===== config.mk =====
export PLATFORM = sky130hd
export DESIGN_NAME = irq_prio_ctrl
export DESIGN_NICKNAME = d
export VERILOG_FILES = /design/src/rtl/irq_pkg.sv /design/src/rtl/irq_lvl_sel.sv /design/src/rtl/irq_poll_pick.sv /design/src/rtl/irq_insvc.sv /design/src/rtl/irq_prio_ctrl.sv
export SDC_FILE = /design/constraint.sdc
export NUM_CORES = 1
export LEC_CHECK = 0
export ABC_AREA = 1
export BUFFER_PORTS_ARGS = -buffer_cell sky130_fd_sc_hd__buf_2
export CAP_MARGIN = 25
export CORE_MARGIN = 4
export CORE_UTILIZATION = 46
export DETAILED_ROUTE_END_ITERATION = 10
export PLACE_DENSITY = 0.8
export SYNTH_ARGS = -nofsm -noshare
export SYNTH_HDL_FRONTEND = slang
export SYNTH_SLANG_ARGS = --single-unit

===== constraint.sdc =====
create_clock -name clk_i -period 4.1 [get_ports clk_i]
set_clock_uncertainty 0.15 [all_clocks]
set_input_delay 0.82 -clock clk_i [delete_from_list [all_inputs] [get_ports clk_i]]
set_output_delay 0.82 -clock clk_i [all_outputs]
set_load 0.01 [all_outputs]

===== src/rtl/irq_pkg.sv =====
package irq_pkg;
  localparam int NSRC   = 7;
  localparam int LVLS   = 4;
  localparam int LVL_W  = $clog2(LVLS);
  localparam int SRC_W  = $clog2(NSRC);
  localparam int VEC_W  = 8;
  localparam int IDX_X0 = 0;
  localparam int IDX_T0 = 1;
  localparam int IDX_X1 = 2;
  localparam int IDX_T1 = 3;

  // polling rank -> source bit index
  function automatic int poll_idx(input int rank);
    case (rank)
      4:       return 6;
      5:       return 4;
      6:       return 5;
      default: return rank;
    endcase
  endfunction

  function automatic logic [VEC_W-1:0] vec_of(input logic [SRC_W-1:0] src);
    return VEC_W'(3 + 8 * int'(src));
  endfunction
endpackage


===== src/rtl/irq_lvl_sel.sv =====
module irq_lvl_sel
  import irq_pkg::*;
#(
  parameter int N = NSRC,
  parameter int L = LVLS
) (
  input  logic [N-1:0]            act_i,
  input  logic [N-1:0][LVL_W-1:0] lvl_i,
  output logic                    any_o,
  output logic [LVL_W-1:0]        top_o
);
  logic [L-1:0] hit;

  for (genvar l = 0; l < L; l++) begin : g_lvl
    logic [N-1:0] m;
    for (genvar s = 0; s < N; s++) begin : g_src
      assign m[s] = act_i[s] && (lvl_i[s] == LVL_W'(l));
    end
    assign hit[l] = |m;
  end

  always_comb begin
    top_o = '0;
    for (int l = 0; l < L; l++) begin
      if (hit[l]) top_o = LVL_W'(l);
    end
  end

  assign any_o = |hit;
endmodule


===== src/rtl/irq_poll_pick.sv =====
module irq_poll_pick
  import irq_pkg::*;
#(
  parameter int N = NSRC
) (
  input  logic [N-1:0]     cand_i,
  output logic             valid_o,
  output logic [SRC_W-1:0] src_o
);
  // scan from last rank down so the earliest rank wins
  always_comb begin
    src_o = '0;
    for (int r = N - 1; r >= 0; r--) begin
      if (cand_i[poll_idx(r)]) src_o = SRC_W'(poll_idx(r));
    end
  end

  assign valid_o = |cand_i;
endmodule


===== src/rtl/irq_insvc.sv =====
module irq_insvc
  import irq_pkg::*;
#(
  parameter int L = LVLS
) (
  input  logic             clk_i,
  input  logic             rst_ni,
  input  logic             set_i,
  input  logic [LVL_W-1:0] set_lvl_i,
  input  logic             pop_i,
  output logic             busy_o,
  output logic [LVL_W-1:0] top_o
);
  logic [L-1:0] mask_q, mask_d;

  always_comb begin
    top_o = '0;
    for (int l = 0; l < L; l++) begin
      if (mask_q[l]) top_o = LVL_W'(l);
    end
  end

  assign busy_o = |mask_q;

  // retire first, then record the new grant
  always_comb begin
    mask_d = mask_q;
    if (pop_i && busy_o) mask_d[top_o] = 1'b0;
    if (set_i) mask_d[set_lvl_i] = 1'b1;
  end

  always_ff @(posedge clk_i or negedge rst_ni) begin
    if (!rst_ni) mask_q <= '0;
    else         mask_q <= mask_d;
  end
endmodule


===== src/rtl/irq_prio_ctrl.sv =====
module irq_prio_ctrl
  import irq_pkg::*;
(
  input  logic                 clk_i,
  input  logic                 rst_ni,
  input  logic [NSRC-1:0]      req_i,
  input  logic [NSRC:0]        en_i,
  input  logic [NSRC-1:0]      prio_lo_i,
  input  logic [NSRC-1:0]      prio_hi_i,
  input  logic [1:0]           edge_i,
  input  logic                 ack_i,
  input  logic                 reti_i,
  output logic                 irq_o,
  output logic [SRC_W-1:0]     src_o,
  output logic [LVL_W-1:0]     lvl_o,
  output logic [VEC_W-1:0]     vec_o,
  output logic [NSRC-1:0]      clr_o
);
  logic [NSRC-1:0]            act, cand;
  logic [NSRC-1:0][LVL_W-1:0] lvl;
  logic                       any_act, cand_vld, svc_busy, grant;
  logic [LVL_W-1:0]           top_lvl, svc_top;
  logic [SRC_W-1:0]           pick;

  assign act = req_i & en_i[NSRC-1:0] & {NSRC{en_i[NSRC]}};

  for (genvar s = 0; s < NSRC; s++) begin : g_lvl
    assign lvl[s]  = {prio_hi_i[s], prio_lo_i[s]};
    assign cand[s] = act[s] && (lvl[s] == top_lvl);
  end

  irq_lvl_sel #(.N(NSRC), .L(LVLS)) u_lvl_sel (
    .act_i (act),
    .lvl_i (lvl),
    .any_o (any_act),
    .top_o (top_lvl)
  );

  irq_poll_pick #(.N(NSRC)) u_pick (
    .cand_i  (cand),
    .valid_o (cand_vld),
    .src_o   (pick)
  );

  irq_insvc #(.L(LVLS)) u_insvc (
    .clk_i     (clk_i),
    .rst_ni    (rst_ni),
    .set_i     (grant),
    .set_lvl_i (top_lvl),
    .pop_i     (reti_i),
    .busy_o    (svc_busy),
    .top_o     (svc_top)
  );

  assign irq_o = any_act && cand_vld && (!svc_busy || (top_lvl > svc_top));
  assign grant = ack_i && irq_o;
  assign src_o = irq_o ? pick : '0;
  assign lvl_o = irq_o ? top_lvl : '0;
  assign vec_o = irq_o ? vec_of(pick) : '0;

  for (genvar s = 0; s < NSRC; s++) begin : g_clr
    if (s == IDX_T0 || s == IDX_T1) begin : g_timer
      assign clr_o[s] = grant && (pick == SRC_W'(s));
    end else if (s == IDX_X0) begin : g_ext0
      assign clr_o[s] = grant && (pick == SRC_W'(s)) && edge_i[0];
    end else if (s == IDX_X1) begin : g_ext1
      assign clr_o[s] = grant && (pick == SRC_W'(s)) && edge_i[1];
    end else begin : g_keep
      assign clr_o[s] = 1'b0;
    end
  end
endmodule


==> impl_results.md <==
* Diode count at 0
* Area growth, synth to finish at 34.7%
* CP peak stage delay at 0.28 ns
* H-tree depth at 1
* Gr ovfl total at 0
* CP max FO at 7
* Switching Share at 0.494
* Largest family of logic cells by synthesized area: simple AND/OR/NAND/NOR gates
* Top-area cell type share of the netlist area at 0.203
* Critical Path Sink: clr_o[1]
* Synth Area in Adders at 0.0222
* CTS max path bufs at 2
* Fillers at 230
* DR pass1 iterations at 4
* CP arrival at 2.97 ns
* Overall die area at 0.00331 sq mm
* Leakage power of the design at 0.000934 uW
* Nets at 308
* WL per Instance at 11.0 um
* Max reg flops at 4
* DRC viols at 0
* Synth top area cells: nand2_1 20%, nor2_1 13%, nand3_1 11%, inv_1 10%, dfrtp_1 8.9%
* Finished Core Util at 0.667
* Post-route ant nets at 0
* Final WS setup at 0.161 ns
* Total track usage at 0.188
* Core area at 0.00228 sq mm
* Clk pwr share at 0.135
* Total net switching power at 183 uW
* Final Cycle Share at 0.961
* Ys flop type: dfrtp_1
* P_int at 187 uW
* Power Density at 243 mW/mm^2
* Clock transition at path regs at 0.04 ns
* DP Area at 0.00135 sq mm
* Peak Freq at 254 MHz
* Reg2Reg Depth at 9
* Xor and xnor fraction of the mapped netlist area at 0
* Drt first-iter violations at 39
* I/O Pins at 56
* Simple-gate share of the synthesized area at 0.617
* FF-to-FF End: u_insvc.mask_q[1]$_DFF_PN0_
* Combinational group share of total power at 0.713
* Mux cell area share after synthesis at 0
* HP Class: in2async
* Cell variety after synth at 23
* Crit path required time at 3.13 ns
* Max_cap viols at 0
* Post-DP HPWL at 2.59 mm
* Via count at 1,458
* Synth Register Bits at 4
* Startpoint Class: input pin
* Sequential area share after synthesis at 0.0888
* Synthesized area at 0.00113 sq mm
* CP max stage cell: ha_4
* Biggest register: u_insvc.mask_q
* Die span in y at 57.5 um
* Root buf cell: clkbuf_4
* DIE WIDTH at 57.5 um
* R2R Path Start: u_insvc.mask_q[2]$_DFF_PN0_
* Synthesized netlist cell count at 216
* Mean post-synth cell area at 5.22 sq um
* Largest regs: u_insvc.mask_q: 4 flops
* Fin. max-slew vios at 0
* Async set-reset flop share out of synthesis at 1.00
* Num Clock Sinks at 4
* CP Class: in2out
* Warnings, synthesis at 0
* CP Launch Point: en_i[7]
* Largest net degree at the start of global routing at 9
* Crit path capture type: primary output
* Hold WS at 0.229 ns
* Initial core utilization at 0.495
* Pre-CTS setup slack at 0.127 ns
* Routed Wire Length at 3.26 mm
* Post-synth EDFFs at 0
* Count of final setup violators at 0
* Row Count at 17
* Final Wtd Congestion at 0.870
* First-pass GRT wire length at 5.22 mm
* Final hold vios at 0
* Most common cell on crit path: nor2_1
* CTS Buf Count at 3
* Complex-gate fraction of the synthesized area at 0.0699
* Run status: complete, no violations
* R2R Setup Slk at 2.16 ns
* Sequence of cells on the critical path: buf_4 -> nand3_4 -> nor2_1 -> nor2_1 -> nand2_1 -> nor2_4 -> nand2_2 -> ha_4 -> inv_1 -> nor2_1 -> o21ai_1 -> o41ai_2 -> nand2_4 -> nor2_4 -> nand3_1 -> nor2_1 -> buf_2
* Sequential Power Share at 0.152
* TritonCTS clock tree: done
* Final min period at 3.94 ns
* Via-per-instance ratio at 4.91
* Share of layout cells above drive strength 1 at 0.353
* Most frequent cell after synthesis: nand2_1
* Initial antenna violation count at 0
* Input/output buffers at 49
* VDD IR-drop max at 182 uV
* Fin area at 0.00152 sq mm
* Number of global-route vias before repair at 1,325
* Clk Latency, worst-skew pair at 0.24 ns
* Synth area leader: nand2_1
* Commonest cells post-synth: 61 x nand2_1, 38 x nor2_1, 30 x inv_1, 25 x nand3_1, 11 x buf_4
per-layer routing:
layer	GRT usage	share of wire	routed length, um	vias to the layer above
li1	-	-	-	766
met1	0.235	0.41	1350	630
met2	0.344	0.50	1630	58
met3	0.00679	0.074	241	4
met4	0.0596	0.012	38	0
met5	0	0	0	-
worst min-delay path by stage:
stage                                start                     endpoint  slack, ns
2_1_floorplan  u_insvc.mask_q[0]$_DFF_PN0_  u_insvc.mask_q[0]$_DFF_PN0_       0.32
3_3_place_gp   u_insvc.mask_q[0]$_DFF_PN0_  u_insvc.mask_q[0]$_DFF_PN0_       0.36
3_5_place_dp   u_insvc.mask_q[0]$_DFF_PN0_  u_insvc.mask_q[0]$_DFF_PN0_       0.35
4_1_cts                             rst_ni  u_insvc.mask_q[3]$_DFF_PN0_       0.23
5_1_grt                             rst_ni  u_insvc.mask_q[1]$_DFF_PN0_       0.22
6_report                            rst_ni  u_insvc.mask_q[3]$_DFF_PN0_       0.23
power groups by stage:
stage                     clock network [uW]  logic [uW]  registers (uW)
after floorplan                            0         173            52.9
after global placement                     0         220            54.7
after detailed placement                   0         224            54.8
after CTS                               51.4         227            54.2
after global routing                    57.7         291            57.6
final                                   50.1         264            56.1
what timing repair did:
| action | in CTS | in global routing |
|---|---|---|
| gates resized for setup | 0 | 23 |
| setup endpoints to repair | 0 | 4 |
| hold buffers | 0 | 0 |
| setup buffers | 0 | 6 |
through the flow:
stage	cells	TNS [ns]	total power, uW
global placement	288	0	275
finish	297	0	370
floorplan	221	0	226
detailed placement	288	0	279
global route	297	-0.00753	407
CTS	291	0	333
worst max-delay path, delay by kind of cell:
family                     cells  cell delay, ns
and+or+nand+nor               11            1.34
adders and majority gates      1            0.28
AOI/OAI and AO/OA              2            0.17
buffers and inverters          3            0.35
cells in the final DEF, fill, tap and decap left out, types with 2 or more instances in the layout:
| master | synthesis | layout |
|---|---|---|
| nand3_2 | 4 | 6 |
| nand2_4 | 3 | 2 |
| conb_1 | 1 | 6 |
| nand3_4 | 0 | 3 |
| a21oi_1 | 4 | 4 |
| inv_2 | 4 | 5 |
| nand4_1 | 3 | 3 |
| dfrtp_1 | 4 | 4 |
| o21ai_0 | 3 | 2 |
| buf_4 | 11 | 9 |
| inv_1 | 30 | 28 |
| buf_2 | 0 | 48 |
| nor3_1 | 3 | 3 |
| clkbuf_4 | 0 | 3 |
| nand3_1 | 25 | 20 |
| o31ai_1 | 3 | 3 |
| nand2_2 | 6 | 6 |
| nor2_4 | 2 | 6 |
| nor2_2 | 5 | 3 |
| nand2_1 | 61 | 61 |
| nor2_1 | 38 | 36 |
cell type report:
type,instances,area (sq um),area share
repair buffers,57,308,0.203
multi-input cells,171,923,0.608
clock buffers,3,22.5,0.0148
flip-flops and latches,4,100,0.0659
well taps,28,35.0,0.0231
inverters,34,130,0.0857
logic make-up after synthesis:
logic type,count (synthesis)
other,1
adders and majority gates,2
and+or+nand+nor,150
DFF,4
AOI/OAI and AO/OA,13
buffers and inverters,46
No activity file was read; power rests on OpenSTA's default activity.
